## src/rtl/exptime_pkg.sv

```systemverilog
package exptime_pkg;
   typedef enum logic {
      SRC_TRIG = 1'b0,
      SRC_ENC  = 1'b1
   } src_e;
endpackage

```

## src/rtl/exptime_sync.sv

```systemverilog
module exptime_sync #(
   parameter int STAGES = 2
) (
   input  logic clk,
   input  logic rst,
   input  logic din,
   output logic rise
);
   if (STAGES < 2) begin : g_bad_stages
      $error("exptime_sync: STAGES must be at least 2");
   end

   // sh[0..STAGES-1] synchronize, sh[STAGES] holds the previous synchronized value
   logic [STAGES:0] sh;

   always_ff @(posedge clk) begin
      if (rst) sh <= '0;
      else     sh <= {sh[STAGES-1:0], din};
   end

   assign rise = sh[STAGES-1] & ~sh[STAGES];
endmodule

```

## src/rtl/exptime_core.sv

```systemverilog
module exptime_core #(
   parameter int PW = 24,
   parameter int DW = 8
) (
   input  logic          clk,
   input  logic          rst,
   input  logic [PW-1:0] cfg_period,
   input  logic [PW-1:0] cfg_width,
   input  logic          cfg_oneshot,
   input  logic          ev,
   output logic          pulse,
   output logic          mode_act,
   output logic [DW-1:0] drop_count
);
   localparam logic [PW-1:0] ONE = PW'(1);
   localparam logic [PW-1:0] TWO = PW'(2);

   logic [PW-1:0] cnt, per_q, wid_q;
   logic [PW-1:0] per_clamp, wid_clamp;
   logic          busy;

   assign per_clamp = (cfg_period < TWO) ? TWO : cfg_period;
   assign wid_clamp = (cfg_width > per_clamp - ONE) ? per_clamp - ONE : cfg_width;

   always_ff @(posedge clk) begin
      if (rst) begin
         cnt        <= '0;
         per_q      <= ONE;      // forces a boundary on the first cycle
         wid_q      <= '0;
         mode_act   <= 1'b0;
         busy       <= 1'b0;
         drop_count <= '0;
      end else if (!mode_act) begin
         if (cnt >= per_q - ONE) begin
            cnt      <= '0;
            per_q    <= per_clamp;
            mode_act <= cfg_oneshot;
            wid_q    <= cfg_oneshot ? '0 : wid_clamp;
         end else begin
            cnt <= cnt + ONE;
         end
      end else if (busy) begin
         if (ev && drop_count != '1) drop_count <= drop_count + DW'(1);
         if (cnt >= wid_q - ONE) begin
            busy <= 1'b0;
            cnt  <= '0;
         end else begin
            cnt <= cnt + ONE;
         end
      end else begin
         mode_act <= cfg_oneshot;
         per_q    <= per_clamp;
         cnt      <= '0;
         if (!cfg_oneshot) begin
            wid_q <= wid_clamp;
         end else if (ev && cfg_width != '0) begin
            busy  <= 1'b1;
            wid_q <= cfg_width;
         end
      end
   end

   assign pulse = mode_act ? busy : (cnt < wid_q);
endmodule

```

## src/rtl/exptime_gen.sv

```systemverilog
module exptime_gen
   import exptime_pkg::*;
#(
   parameter int PERIOD_W    = 24,
   parameter int DROP_W      = 8,
   parameter int SYNC_STAGES = 2,
   parameter bit IS_MASTER   = 1'b0
) (
   input  logic                clk,
   input  logic                rst,
   input  logic [PERIOD_W-1:0] cfg_period,
   input  logic [PERIOD_W-1:0] cfg_width,
   input  logic                cfg_oneshot,
   input  logic                cfg_src_enc,
   input  logic                cfg_invert,
   input  logic                cfg_follow,
   input  logic                trig_in,
   input  logic                enc_in,
   input  logic                master_wave,
   output logic                wave_out,
   output logic [DROP_W-1:0]   drop_count
);
   localparam int N_SRC = 2;

   if (PERIOD_W < 2 || PERIOD_W > 32) begin : g_bad_pw
      $error("exptime_gen: PERIOD_W out of range");
   end
   if (DROP_W < 1) begin : g_bad_dw
      $error("exptime_gen: DROP_W must be positive");
   end

   logic [N_SRC-1:0] ext_in, ev_raw;
   logic             ev_sel, own_pulse, mode_act, sel_wave;

   assign ext_in = {enc_in, trig_in};

   for (genvar g = 0; g < N_SRC; g++) begin : g_src
      exptime_sync #(.STAGES(SYNC_STAGES)) u_sync (
         .clk  (clk),
         .rst  (rst),
         .din  (ext_in[g]),
         .rise (ev_raw[g])
      );
   end

   assign ev_sel = (src_e'(cfg_src_enc) == SRC_ENC) ? ev_raw[1] : ev_raw[0];

   exptime_core #(.PW(PERIOD_W), .DW(DROP_W)) u_core (
      .clk         (clk),
      .rst         (rst),
      .cfg_period  (cfg_period),
      .cfg_width   (cfg_width),
      .cfg_oneshot (cfg_oneshot),
      .ev          (ev_sel),
      .pulse       (own_pulse),
      .mode_act    (mode_act),
      .drop_count  (drop_count)
   );

   if (IS_MASTER) begin : g_master
      logic unused_follow;
      assign unused_follow = cfg_follow ^ master_wave;
      assign sel_wave = own_pulse;
   end else begin : g_slave
      assign sel_wave = cfg_follow ? master_wave : own_pulse;
   end

   assign wave_out = sel_wave ^ cfg_invert;
endmodule

```

## config.mk

```make
export PLATFORM = sky130hd
export DESIGN_NAME = exptime_gen
export DESIGN_NICKNAME = d
export VERILOG_FILES = /design/src/rtl/exptime_pkg.sv /design/src/rtl/exptime_sync.sv /design/src/rtl/exptime_core.sv /design/src/rtl/exptime_gen.sv
export SDC_FILE = /design/constraint.sdc
export NUM_CORES = 1
export LEC_CHECK = 0
export BUFFER_PORTS_ARGS = -buffer_cell sky130_fd_sc_hd__buf_2
export CORE_ASPECT_RATIO = 1.4
export CORE_MARGIN = 2
export CORE_UTILIZATION = 40
export CTS_CLUSTER_SIZE = 12
export DETAILED_ROUTE_END_ITERATION = 8
export PLACE_DENSITY = 0.62
export SYNTH_ARGS = -nofsm -noshare
export SYNTH_HDL_FRONTEND = slang
export SYNTH_HIERARCHICAL = 1
export SYNTH_SLANG_ARGS = --single-unit
```

## constraint.sdc

```tcl
create_clock -name clk -period 5.9 [get_ports clk]
set_input_delay 0.885 -clock clk [delete_from_list [all_inputs] [get_ports clk]]
set_output_delay 0.885 -clock clk [all_outputs]
set_load 0.02 [all_outputs]
```

After elaboration in Yosys (flattened, before gate mapping)
Cells that the tools add are included.
- register bits: 88
- latch bits: 0
- bits in writable memories: 0
- bits in read-only memories: 0
- bits of input ports: 57
- output and inout port bits: 9
- memories kept: 0
- add/sub/neg operators: 5
- multiply operators: 0
- div/mod/pow operators: 0
- $lt $le $gt $ge: 5
- equality and inequality tests: 3
- shifts and indexed selects: 0
- mux-type cells: 25
- bitwise operators: 5
- reductions and logical operators: 7
- operators with widths (operator ; number):
    $mux 24 ; 15
    $sub 24x1->24 const B ; 3
    $ge 24x24->1 ; 2
    $add 24x1->24 const B ; 1
    $gt 24x24->1 ; 1
    $lt 24x2->1 const B ; 1
    $lt 24x24->1 ; 1
    $reduce_bool 24->1 ; 1
    $mux 1 ; 10
    $add 8x1->8 const B ; 1
    $ne 8x8->1 const B ; 1
    $reduce_and 3->1 ; 2
    $ne 3x3->1 const B ; 1
    $and 1x1->1 ; 2
    $logic_and 1x1->1 ; 2
    $ne 2x2->1 const B ; 1
    $not 1->1 ; 2
    $reduce_and 2->1 ; 1
    $reduce_bool 2->1 ; 1
    $xor 1x1->1 ; 1

Depth between registers and ports, before layout
Gate-level depths: netlist (run 1).
- depth after elaboration: 8
- depth in mapped cells: 21

By module
Netlist (run 1), hierarchy kept.
- modules (own cells, without submodules) (module ; times used ; cells each ; area an instance (µm²) ; seq. area each (µm²)):
    exptime_core ; 1 ; 865 ; 7098.1 ; 1641.6
    exptime_sync ; 2 ; 7 ; 87.6 ; 60.1
    exptime_gen ; 1 ; 3 ; 30.0 ; 0.0

Least setup slack after synthesis (run 1)
Ideal clock, no wire load.
- path type: input to register
- start: input port cfg_period[16]
- end: register u_core.wid_q[18]
- setup time: 91 ps
- data arrival time: 4927 ps
- required time: 5809 ps
- slack: 882 ps
- cell stages on the path: 20
- buffers on the path: 2
- cell sequence: or4_1 -> buf_2 -> nor2_1 -> nand4_1 -> nand2_1 -> ha_1 -> nand2b_1 -> nor2_1 -> nand2_2 -> nor4_2 -> xnor2_1 -> ha_1 -> nand4_1 -> nor4_1 -> o311ai_1 -> nand3_1 -> and2_0 -> clkbuf_1 -> or3b_1 -> a311oi_1
- longest elaborated chain between the ends: 8
- RTL lines (element ; line ; source):
    start, declared ; exptime_gen.sv:11 ; input logic [PERIOD_W-1:0] cfg_period,
    $lt 24x2->1 ; exptime_core.sv:22 ; assign per_clamp = (cfg_period < TWO) ? TWO : cfg_period;
    $mux 24 * ; exptime_core.sv:22 ;
    $sub 24x1->24 * ; exptime_core.sv:23 ; assign wid_clamp = (cfg_width > per_clamp - ONE) ? per_clamp - ONE : cfg_width;
    $gt 24x24->1 ; exptime_core.sv:23 ;
    $mux 24 * ; exptime_core.sv:23 ;
    $mux 24 (on tied branches) ; exptime_core.sv:38, exptime_core.sv:54 ;
    $mux 24 (on tied branches) ; exptime_core.sv:34, exptime_core.sv:42 ;
    $mux 24 * ; exptime_core.sv:33 ; end else if (!mode_act) begin
    end signal, assigned ; exptime_core.sv:38 ; wid_q <= cfg_oneshot ? '0 : wid_clamp;
    end signal, assigned ; exptime_core.sv:55 ; wid_q <= wid_clamp;
    end signal, assigned ; exptime_core.sv:58 ; wid_q <= cfg_width;
    end, declared ; exptime_core.sv:18 ; logic [PW-1:0] cnt, per_q, wid_q;
Mark *: on every way between the ends. The rest lies on a longest branch, timed or not. The select of a mux whose other input is x is not followed.
A chain may end at the register's enable or synchronous reset.

Worst setup path after layout (run 1)
- start: input port cfg_period[16]
- end: register u_core.wid_q[3]
The elaborated chain is that of the path after synthesis.

==> impl_metrics.csv, run 1 <==
group,metric,value,unit
drt,drt-initial-drc-count,263,
drt,route.detailed.wl_per_inst,18.0,um
floorplanning,fp.dieH,164,um
synthesis,mappedNetlistArea,0.00730,mm2
pwr,irDropWorstVdd,201,uV
clock_network,cts_resized,0,
synthesis,postSynthNetCount,1040,
synthesis,yosys_warnings,6,
placement,placed_cells,1169,
timing,final_slew_violations,0,
floorplanning,die_w,118,um
run_status,status,"completed",
layout,areaGrowthSynthToFinish,12.4,%
worst_setup_path,crit-reg2reg-launch,"u_core/per_q[9]$_SDFFE_PP0P_",
drt,post_drt_via_cell_ratio,5.74,
layout,instances_no_fill,1185,
worst_setup_path,required,6.16,ns
timing,worst-slew-pin-transition,0.762,ns
timing,fin_setup_tns,0,ns
layout,final_layout_size_suffix_gt1_frac,0.120,
synthesis,cell_variety_after_synth,57,
worst_setup_path,reg2reg_capture_point,"u_core/per_q[0]$_SDFFE_PP1P_",
worst_setup_path,worst_ep_arrival_time,5.78,ns
pwr,powerDensity,318,mW/mm2
placement,place_congestion,0.963,
synthesis,synth_async_sr_flop_share,0,
floorplanning,floorplan.core_area,0.0179,mm2
floorplanning,initial_utilization,0.407,
timing,slew-limit-headroom,0.492,
drt,drc_errors,0,
timing,report.final.setup_viol,0,
worst_setup_path,worstSetupEndpointType,"flop",
worst_setup_path,critPathLaunchType,"input port",
pwr,power.leakage,3.53,nW
clock_network,cts-htree-levels,3,
synthesis,yosys_register_bits,88,
placement,hpwl_after_dpl,17200,um
grt,global_route.usage.total,0.221,
clock_network,clock_sink_count,88,
grt,grt_pass1_wl,34000,um
worst_setup_path,worstPathMaxFanout,17,
clock_network,path_clk_slew,0.08,ns
floorplanning,io_pins,66,
floorplanning,design.die.area,0.0194,mm2
layout,antennaDiodeCount,0,
drt,vias,6807,
worst_hold_path,min_delay_worst_type,"reg -> reg",
clock_network,tritoncts.num_buffers,9,
worst_setup_path,crit_type,"in -> reg",
grt,grt-ovfl-total,0,
timing,layout_worst_path_cycle_share,0.935,
timing,timing.final.hold_violations,0,
placement,port_buffer_cells,65,
drt,first_pass_iters,5,
worst_setup_path,crit_end,"u_core/wid_q[3]$_SDFFE_PP0P_",
grt,grt_pass1_vias,6647,
timing,setup_clock_skew_after_layout,0.0111,ns
timing,rsz0062_at_grt,"false",
drt,postRouteWirelength,21400,um
flow_run,timing.max_cap.violations,0,
grt,antenna_found_initial,0,
synthesis,synth.yosys.seq_area_share,0.241,
synthesis,postSynth.topFlopCell,"dfxtp_1",
clock_network,cts_root_buf,"clkbuf_16",
layout,number_of_fillers_in_the_final_layout,1836,
clock_network,cts_post_setup_buffers_inserted,0,
clock_network,clock_tree.buffer_depth,2,
synthesis,post_synth_inst_count,882,
grt,grt_max_degree,45,
floorplanning,placementRows,58,
drt,ant_nets,0,
timing,post-route-min-period,5.52,ns
clock_network,cts_hold_buffers,0,
worst_setup_path,rrSetupSlack,0.66,ns
clock_network,clk-insertion-delay-late,0.35,ns
layout,num-nets-final,1098,
synthesis,synth_enable_flop_cells,0,
synthesis,synth.avg_cell_area,8.28,um2
clock_network,clock_tree_from_tritoncts,"done",
worst_setup_path,critical_path_start,"cfg_period[16]",
timing,fmax,181,MHz
worst_setup_path,worstRegToRegCells,14,
## flip-flops by register name (all words and copies together), names as in the netlist
| signal | flops |
|---|---|
| u_core/busy | 1 |
| u_core/drop_count | 8 |
| u_core/wid_q | 24 |
| u_core/per_q | 24 |
| g_src.u_sync/sh | 6 |
| u_core/mode_act | 1 |
| u_core/cnt | 24 |
## metal layers
| metal | vias up | GRT usage | part of all wire | wire (um) |
|---|---|---|---|---|
| li1 | 3368 | - | - | - |
| met1 | 3194 | 0.243 | 0.40 | 8510 |
| met2 | 183 | 0.409 | 0.51 | 10800 |
| met3 | 62 | 0.0319 | 0.046 | 987 |
| met4 | 0 | 0.121 | 0.050 | 1060 |
| met5 | - | 0 | 0 | 0 |
## cell type report
type / count / area (um2) / share of cell area
Inverter: 38 / 143 / 0.0174
Clock inverter: 7 / 73.8 / 0.00899
Tap cell: 240 / 300 / 0.0366
Sequential cell: 88 / 1760 / 0.215
Multi-Input combinational cell: 724 / 5280 / 0.643
Clock buffer: 9 / 225 / 0.0274
Timing Repair Buffer: 79 / 430 / 0.0524
## layout by cell type (no fill, tap or decap), drive strengths merged, types with 18 or more instances in the layout
| cell | n |
|---|---|
| ha | 101 |
| dfxtp | 88 |
| buf | 79 |
| nand2 | 72 |
| nor2 | 67 |
| xnor2 | 61 |
| a21oi | 52 |
| inv | 43 |
| nor3 | 33 |
| xor2 | 30 |
| o21ai | 30 |
| nand4 | 29 |
| a21o | 27 |
| mux2i | 26 |
| a211oi | 26 |
| nor4 | 24 |
| nand3b | 22 |
| nand3 | 19 |
| o221ai | 18 |
## report_power, final
part | switching, mW | leakage (nW) | total, mW | internal [mW]
Sequential | 0.0647 | 0.713 | 0.711 | 0.646
Clock | 0.292 | 0.148 | 0.594 | 0.301
Combinational | 0.762 | 2.67 | 1.30 | 0.542
## Yosys cell counts (3+ instances only)
cell type | count | area share
o221ai_1 | 18 | 0.022
o21a_1 | 6 | 0.0062
or2_2 | 3 | 0.0026
buf_2 | 5 | 0.0034
and3_1 | 9 | 0.0077
nor2_1 | 66 | 0.034
inv_1 | 38 | 0.020
nand2b_1 | 6 | 0.0051
or3b_1 | 4 | 0.0048
clkbuf_1 | 27 | 0.014
o211ai_1 | 5 | 0.0051
dfxtp_1 | 88 | 0.24
a31oi_1 | 3 | 0.0026
nand4_1 | 29 | 0.025
mux2i_1 | 26 | 0.036
or3_1 | 4 | 0.0034
ha_1 | 101 | 0.17
nand3_1 | 19 | 0.013
and2_0 | 3 | 0.0026
xnor2_1 | 61 | 0.073
xor2_1 | 30 | 0.036
nor2b_1 | 9 | 0.0077
a311oi_1 | 3 | 0.0036
or4_1 | 5 | 0.0051
a211oi_1 | 26 | 0.027
nor3_1 | 31 | 0.021
a21o_1 | 27 | 0.028
nand2_1 | 71 | 0.036
nor4_1 | 21 | 0.018
a221oi_1 | 4 | 0.0048
o21ai_0 | 28 | 0.019
a21oi_1 | 52 | 0.036
nand3b_1 | 22 | 0.023
## per-stage QoR
stage / hold WS, ns / instance area [um2] / util / worst slack [ns] / total power, mW
finish: 0.445 / 8210 / 0.458 / 0.381 / 2.61
global route: 0.465 / 8210 / 0.458 / 0.0968 / 2.80
CTS: 0.450 / 8210 / 0.458 / 0.466 / 2.63
detailed placement: 0.429 / 7910 / 0.441 / 0.109 / 2.03
global placement: 0.422 / 7910 / 0.441 / 0.272 / 2.01
floorplan: 0.414 / 7300 / - / 0.882 / 1.69
## worst min path at each step
stage,start,to,depth (start not counted)
floorplan,g_src[0].u_sync/sh[0]$_SDFF_PP0_,g_src[0].u_sync/sh[1]$_SDFF_PP0_,1
CTS,g_src[0].u_sync/sh[0]$_SDFF_PP0_,g_src[0].u_sync/sh[1]$_SDFF_PP0_,1
global route,g_src[0].u_sync/sh[0]$_SDFF_PP0_,g_src[0].u_sync/sh[1]$_SDFF_PP0_,1
detailed placement,g_src[0].u_sync/sh[0]$_SDFF_PP0_,g_src[0].u_sync/sh[1]$_SDFF_PP0_,1
global placement,g_src[0].u_sync/sh[0]$_SDFF_PP0_,g_src[0].u_sync/sh[1]$_SDFF_PP0_,1
finish,g_src[0].u_sync/sh[0]$_SDFF_PP0_,g_src[0].u_sync/sh[1]$_SDFF_PP0_,1
## cells by family after synthesis
group,after synthesis,share of synthesized area
compound gates,189,0.174
xor+xnor,91,0.109
fa+ha+maj,101,0.173
buf+inv,70,0.0368
flops,88,0.241
mux,27,0.0372
simple gates,316,0.229
## worst max-delay path: stages
cell and delay (ns):
buf_2 0.14, or4_1 0.65, nor2_1 0.38, nand4_1 0.27, nand2_1 0.18, ha_1 0.20, nand2b_1 0.14, nor2_1 0.20
nand2_2 0.16, nor4_2 0.22, xnor2_1 0.14, ha_1 0.30, nand4_1 0.16, nor4_1 0.40, o311ai_1 0.16, nand3_1 0.12
and2_0 0.17, buf_4 0.26, or3b_1 0.37, a311oi_1 0.26
No activity file was read; power rests on OpenSTA's default activity.
==> run 2: changes to the inputs <==
--- a/config.mk
+++ b/config.mk
@@ -11,7 +11,9 @@
 export CORE_UTILIZATION = 40
 export CTS_CLUSTER_SIZE = 12
 export DETAILED_ROUTE_END_ITERATION = 8
+export GPL_TIMING_DRIVEN = 0
 export PLACE_DENSITY = 0.62
+export REMOVE_ABC_BUFFERS = 1
 export SYNTH_ARGS = -nofsm -noshare
 export SYNTH_HDL_FRONTEND = slang
 export SYNTH_HIERARCHICAL = 1
==> constraint.sdc (replaced) <==
create_clock -name clk -period 5.9 [get_ports clk]
set_input_delay 1.475 -clock clk [delete_from_list [all_inputs] [get_ports clk]]
set_output_delay 1.475 -clock clk [all_outputs]
set_load 0.02 [all_outputs]
==> impl_metrics.csv, run 2 (synthesis results as in run 1) <==
group,metric,value,unit
timing,fin_ws,0.154,ns
layout,most-common-layout-cells,"100 x ha_1, 88 x dfxtp_1, 69 x nand2_1",
floorplanning,io_pins,66,
worst_setup_path,worstPathMaxFanout,8,
flow_run,timing.max_cap.violations,0,
pwr,swShare,0.419,
drt,first_pass_iters,4,
clock_network,cts-htree-levels,3,
pwr,switching_power_of_the_nets,1.10,mW
clock_network,clk-insertion-delay-late,0.35,ns
timing,report.final.setup_viol,0,
timing,final_slew_violations,0,
layout,instances_no_fill,1192,
grt,global_route.usage.total,0.222,
pwr,irDropWorstVdd,200,uV
grt,grt_pass1_vias,6644,
worst_setup_path,critical_path_start,"cfg_period[10]",
timing,slew-limit-headroom,0.0979,
layout,multiInputGateArea,0.00545,mm2
run_status,status,"completed",
grt,antenna_found_initial,0,
timing,post-route-min-period,5.75,ns
clock_network,cts_hold_buffers,0,
grt,grt_max_degree,68,
pwr,p_seq_frac,0.270,
pwr,combinationalPowerShare,0.516,
clock_network,clock_tree.buffer_depth,2,
timing,layout_worst_path_cycle_share,0.974,
layout,antennaDiodeCount,0,
timing,holdWs,0.444,ns
placement,hpwl_after_dpl,16300,um
worst_setup_path,crit-reg2reg-launch,"u_core/per_q[9]$_SDFFE_PP0P_",
timing,worst-slew-pin-transition,1.35,ns
worst_hold_path,worst_hold_path.num_cells,1,
layout,number_of_fillers_in_the_final_layout,1785,
clock_network,tritoncts.num_buffers,9,
worst_setup_path,required,6.16,ns
worst_setup_path,reg2reg_capture_point,"u_core/cnt[9]$_SDFF_PP0_",
floorplanning,placementRows,58,
worst_setup_path,crit_end,"u_core/wid_q[20]$_SDFFE_PP0P_",
worst_hold_path,min_delay_worst_type,"reg -> reg",
pwr,powerDensity,310,mW/mm2
timing,setup_clock_skew_after_layout,0.0106,ns
placement,placed_cells,1158,
placement,port_buffer_cells,65,
worst_setup_path,worstPathCellList,"buf_2 > or4_4 > nor4_4 > nand4_1 > buf_6 > nand2_4 > ha_4 > nand2b_4 > nor2_4 > nand2_4 > nor4_4 > xnor2_2 > ha_1 > nand4_1 > nor4_4 > buf_6 > o311ai_4 > nand3_4 > and2_4 > or3b_1 > a311oi_2",
pwr,power.leakage,3.65,nW
timing,fmax,174,MHz
worst_setup_path,worstSetupEndpointType,"flop",
drt,vias,6749,
drt,route.detailed.wl_per_inst,17.9,um
worst_setup_path,worst_path_largest_cell_delay,0.56,ns
clock_network,clock_sink_count,88,
drt,postRouteWirelength,21400,um
drt,ant_nets,0,
pwr,clock_power_share,0.214,
placement,placed_area,0.00788,mm2
grt,grt-ovfl-total,0,
layout,biggestRegsByFlops,"u_core/cnt (24), u_core/per_q (24), u_core/wid_q (24)",
clock_network,path_clk_slew,0.07,ns
drt,drt-initial-drc-count,273,
floorplanning,design.die.area,0.0194,mm2
worst_setup_path,critPathLaunchType,"input port",
placement,dp_worst_setup_slack,-2.84,ns
worst_setup_path,crit_type,"in -> reg",
worst_setup_path,rrSetupSlack,0.42,ns
layout,regArea,0.00176,mm2
timing,fin_setup_tns,0,ns
floorplanning,floorplan.core_area,0.0179,mm2
layout,num-nets-final,1105,
floorplanning,die_w,118,um
layout,areaGrowthSynthToFinish,15.7,%
pwr,power.internal,1.52,mW
clock_network,clock_tree_from_tritoncts,"done",
floorplanning,initial_utilization,0.407,
worst_setup_path,worstRegToRegCells,15,
drt,drc_errors,0,
floorplanning,fp.dieH,164,um
worst_setup_path,critical-path-slowest-cell,"or4_4",
layout,mostFrequentLayoutCell,"ha_1",
grt,grt_pass1_wl,34300,um
worst_setup_path,worst_ep_arrival_time,6.00,ns
layout,core_utilization_of_the_finished_layout,0.472,
layout,fin_area,0.00845,mm2
timing,timing.final.hold_violations,0,
drt,post_drt_via_cell_ratio,5.66,
worst_setup_path,critical_path.most_common_cell,"nor4_4",
clock_network,cts_root_buf,"clkbuf_16",
placement,place_congestion,0.915,
pwr,power,2.62,mW
layout,final_layout_size_suffix_gt1_frac,0.142,
==> run 2: final cells by class <==
| cell class | instances | area share |
|---|---|---|
| Clock buffer | 11 | 0.0287 |
| Sequential cell | 88 | 0.208 |
| Multi-Input combinational cell | 725 | 0.645 |
| Inverter | 38 | 0.0169 |
| Timing Repair Buffer | 85 | 0.0614 |
| Clock inverter | 5 | 0.00444 |
| Tap cell | 240 | 0.0355 |
==> run 2: timing repair <==
| action | in CTS | in global routing |
|---|---|---|
| gates resized for setup | 14 | 17 |
| setup endpoints to repair | 24 | 24 |
| cloned | 1 | 0 |
| setup buffers | 6 | 11 |
| pin swaps | 3 | 17 |
==> run 2: metal layers <==
layer,GRT usage,up-vias,routed length [um]
met2,0.405,165,10800
met5,0,-,0
met3,0.0271,45,751
li1,-,3379,-
met4,0.115,0,956
met1,0.252,3160,8850
==> run 2: worst max-delay path: cells and delay by family <==
| kind | cells | cell delay, ns |
|---|---|---|
| XOR/XNOR | 1 | 0.13 |
| AO/OA/AOI/OAI | 2 | 0.40 |
| adder cells (fa/ha/maj) | 2 | 0.45 |
| buffers and inverters | 3 | 0.48 |
| AND/OR/NAND/NOR | 13 | 3.04 |
==> run 2: power by group through the flow <==
stage / Clock [mW] / Sequential (mW) / Combinational, mW
2_1_floorplan: 0 / 0.701 / 0.957
3_3_place_gp: 0 / 0.719 / 1.26
3_5_place_dp: 0 / 0.720 / 1.32
4_1_cts: 0.575 / 0.706 / 1.34
5_1_grt: 0.593 / 0.716 / 1.50
6_report: 0.562 / 0.707 / 1.35
==> run 2: worst min-delay path by stage <==
stage	end	start	slack, ns
2_1_floorplan	g_src[0].u_sync/sh[1]$_SDFF_PP0_	g_src[0].u_sync/sh[0]$_SDFF_PP0_	0.41
3_3_place_gp	g_src[0].u_sync/sh[1]$_SDFF_PP0_	g_src[0].u_sync/sh[0]$_SDFF_PP0_	0.42
3_5_place_dp	g_src[0].u_sync/sh[1]$_SDFF_PP0_	g_src[0].u_sync/sh[0]$_SDFF_PP0_	0.42
4_1_cts	g_src[0].u_sync/sh[1]$_SDFF_PP0_	g_src[0].u_sync/sh[0]$_SDFF_PP0_	0.44
5_1_grt	g_src[0].u_sync/sh[1]$_SDFF_PP0_	g_src[0].u_sync/sh[0]$_SDFF_PP0_	0.46
6_report	g_src[0].u_sync/sh[1]$_SDFF_PP0_	g_src[0].u_sync/sh[0]$_SDFF_PP0_	0.44
==> run 3: changes to the inputs <==
--- a/config.mk
+++ b/config.mk
@@ -6,7 +6,6 @@
 export NUM_CORES = 1
 export LEC_CHECK = 0
 export BUFFER_PORTS_ARGS = -buffer_cell sky130_fd_sc_hd__buf_2
-export CORE_ASPECT_RATIO = 1.4
 export CORE_MARGIN = 2
 export CORE_UTILIZATION = 40
 export CTS_CLUSTER_SIZE = 12
==> constraint.sdc (replaced) <==
create_clock -name clk -period 7.3 [get_ports clk]
set_input_delay 1.825 -clock clk [delete_from_list [all_inputs] [get_ports clk]]
set_output_delay 1.825 -clock clk [all_outputs]
set_load 0.02 [all_outputs]
==> impl_metrics.csv, run 3 (synthesis results as in run 1) <==
group,metric,value,unit
placement,place_congestion,0.908,
drt,drc_errors,0,
worst_hold_path,worst_hold_path.num_cells,1,
pwr,clock_power_share,0.229,
layout,antennaDiodeCount,0,
floorplanning,floorplan.core_area,0.0180,mm2
pwr,p_seq_frac,0.271,
worst_setup_path,crit-reg2reg-launch,"u_core/per_q[9]$_SDFFE_PP0P_",
drt,ant_nets,0,
grt,grt_pass1_vias,6254,
layout,mostFrequentLayoutCell,"ha_1",
timing,worst-slew-pin-transition,1.30,ns
timing,report.final.setup_viol,0,
floorplanning,die_w,139,um
clock_network,clock_sink_count,88,
clock_network,cts_root_buf,"clkbuf_16",
layout,regArea,0.00176,mm2
layout,biggestRegsByFlops,"u_core/cnt (24), u_core/per_q (24), u_core/wid_q (24)",
run_status,status,"completed",
timing,setup_clock_skew_after_layout,0.0146,ns
worst_setup_path,worstPathMaxFanout,24,
grt,grt_pass1_wl,32600,um
worst_setup_path,worst_ep_arrival_time,7.16,ns
worst_setup_path,worst_path_largest_cell_delay,0.64,ns
pwr,irDropWorstVdd,123,uV
drt,route.detailed.wl_per_inst,17.2,um
floorplanning,initial_utilization,0.407,
drt,drt-initial-drc-count,354,
grt,grt-ovfl-total,0,
layout,most-common-layout-cells,"101 x ha_1, 88 x dfxtp_1, 71 x nand2_1",
timing,post-route-min-period,6.90,ns
worst_hold_path,hold_path.startpoint,"g_src[0].u_sync/sh[0]$_SDFF_PP0_",
layout,number_of_fillers_in_the_final_layout,1780,
worst_setup_path,worstRegToRegCells,14,
pwr,switching_power_of_the_nets,871,uW
clock_network,clk-insertion-delay-late,0.36,ns
clock_network,clock_tree_from_tritoncts,"done",
pwr,power,2.12,mW
timing,rsz0062_at_grt,"false",
worst_setup_path,critical-path-slowest-cell,"or4_1",
clock_network,tritoncts.num_buffers,9,
pwr,swShare,0.411,
clock_network,clock_tree.buffer_depth,2,
placement,port_buffer_cells,65,
grt,global_route.peak_usage_layer,"met2",
grt,gr-usage-met2,0.347,
worst_setup_path,reg2reg_capture_point,"u_core/wid_q[7]$_SDFFE_PP0P_",
worst_setup_path,crit_type,"in -> reg",
timing,final_slew_violations,0,
floorplanning,fp.dieH,139,um
drt,post_drt_via_cell_ratio,5.64,
placement,hpwl_after_dpl,15400,um
timing,timing.final.hold_violations,0,
clock_network,path_clk_slew,0.07,ns
worst_hold_path,min_delay_worst_type,"reg -> reg",
timing,layout_worst_path_cycle_share,0.946,
worst_hold_path,min_delay_worst_endpoint,"g_src[0].u_sync/sh[1]$_SDFF_PP0_",
grt,antenna_found_initial,0,
worst_setup_path,worstPathCellList,"buf_2 > or4_1 > nor2_1 > nand4_1 > buf_4 > nand2_1 > ha_1 > nand2b_1 > nor2_1 > nand2_2 > nor4_2 > xnor2_1 > ha_1 > nand4_1 > nor4_2 > o311ai_1 > nand3_4 > and2_4 > or3b_1 > a311oi_1",
pwr,combinationalPowerShare,0.500,
timing,slew-limit-headroom,0.129,
worst_setup_path,critical-path-top-delay-family,"simple AND/OR/NAND/NOR gates",
layout,multiInputGateArea,0.00532,mm2
drt,first_pass_iters,5,
layout,core_utilization_of_the_finished_layout,0.457,
flow_run,timing.max_cap.violations,0,
clock_network,cts-htree-levels,3,
clock_network,cts_hold_buffers,0,
pwr,powerDensity,258,mW/mm2
worst_setup_path,worstSetupEndpointType,"flop",
floorplanning,design.die.area,0.0194,mm2
timing,fmax,145,MHz
worst_setup_path,required,7.56,ns
grt,use_met3,0.0204,
layout,final_layout_size_suffix_gt1_frac,0.116,
worst_setup_path,worst-path-buf-inv,2,
worst_setup_path,rrSetupSlack,1.48,ns
floorplanning,io_pins,66,
layout,num-nets-final,1088,
drt,vias,6566,
pwr,power.internal,1.25,mW
drt,postRouteWirelength,20000,um
placement,placed_cells,1146,
layout,areaGrowthSynthToFinish,12.3,%
grt,global_route.usage.total,0.209,
pwr,power.leakage,3.51,nW
grt,grt_max_degree,68,
worst_setup_path,critPathLaunchType,"input port",
grt,use_met1,0.281,
floorplanning,placementRows,49,
layout,instances_no_fill,1164,
run 3: routing by layer:
layer  vias up  routed length (um)
met5         -                   0
met4         0                 489
met3        27                 606
met2       128                9370
met1      3060                9580
li1       3351                   -
run 3: cell type report:
type | count | area share
Timing Repair Buffer | 69 | 0.0473
Clock buffer | 9 | 0.0275
Clock inverter | 7 | 0.00931
Inverter | 38 | 0.0174
Tap cell | 229 | 0.0349
Sequential cell | 88 | 0.215
Multi-Input combinational cell | 724 | 0.649
run 3: power by group through the flow:
stage               Combinational [mW]  Clock, mW  Sequential (mW)
floorplan                        0.774          0            0.566
global placement                  1.01          0            0.582
detailed placement                1.05          0            0.583
CTS                               1.07      0.498            0.572
global route                      1.20      0.515            0.579
finish                            1.06      0.485            0.573
run 3: timing repair:
action                     in CTS  in global routing
setup endpoints to repair      24                  9
setup buffers                   0                  2
gates resized for setup         5                  2
run 3: per-stage QoR:
step | instance area, um2 | hold WS (ns) | TNS (ns) | worst slack [ns]
floorplan | 7180 | 0.414 | 0 | 0.717
CTS | 8170 | 0.444 | 0 | 0.0876
finish | 8200 | 0.440 | 0 | 0.396
detailed placement | 7860 | 0.426 | -29.53 | -1.44
global placement | 7790 | 0.417 | -29.50 | -1.38
global route | 8200 | 0.476 | 0 | 0.0482
run 3: worst max path at each step:
stage,startpoint,end,slack [ns],cells past startpoint
global route,cfg_period[16],u_core/wid_q[3]$_SDFFE_PP0P_,0.05,20
global placement,cfg_period[16],u_core/wid_q[20]$_SDFFE_PP0P_,-1.38,19
floorplan,cfg_period[16],u_core/wid_q[22]$_SDFFE_PP0P_,0.72,18
detailed placement,cfg_period[16],u_core/wid_q[3]$_SDFFE_PP0P_,-1.44,19
finish,cfg_period[16],u_core/wid_q[3]$_SDFFE_PP0P_,0.40,20
CTS,cfg_period[16],u_core/wid_q[3]$_SDFFE_PP0P_,0.09,19
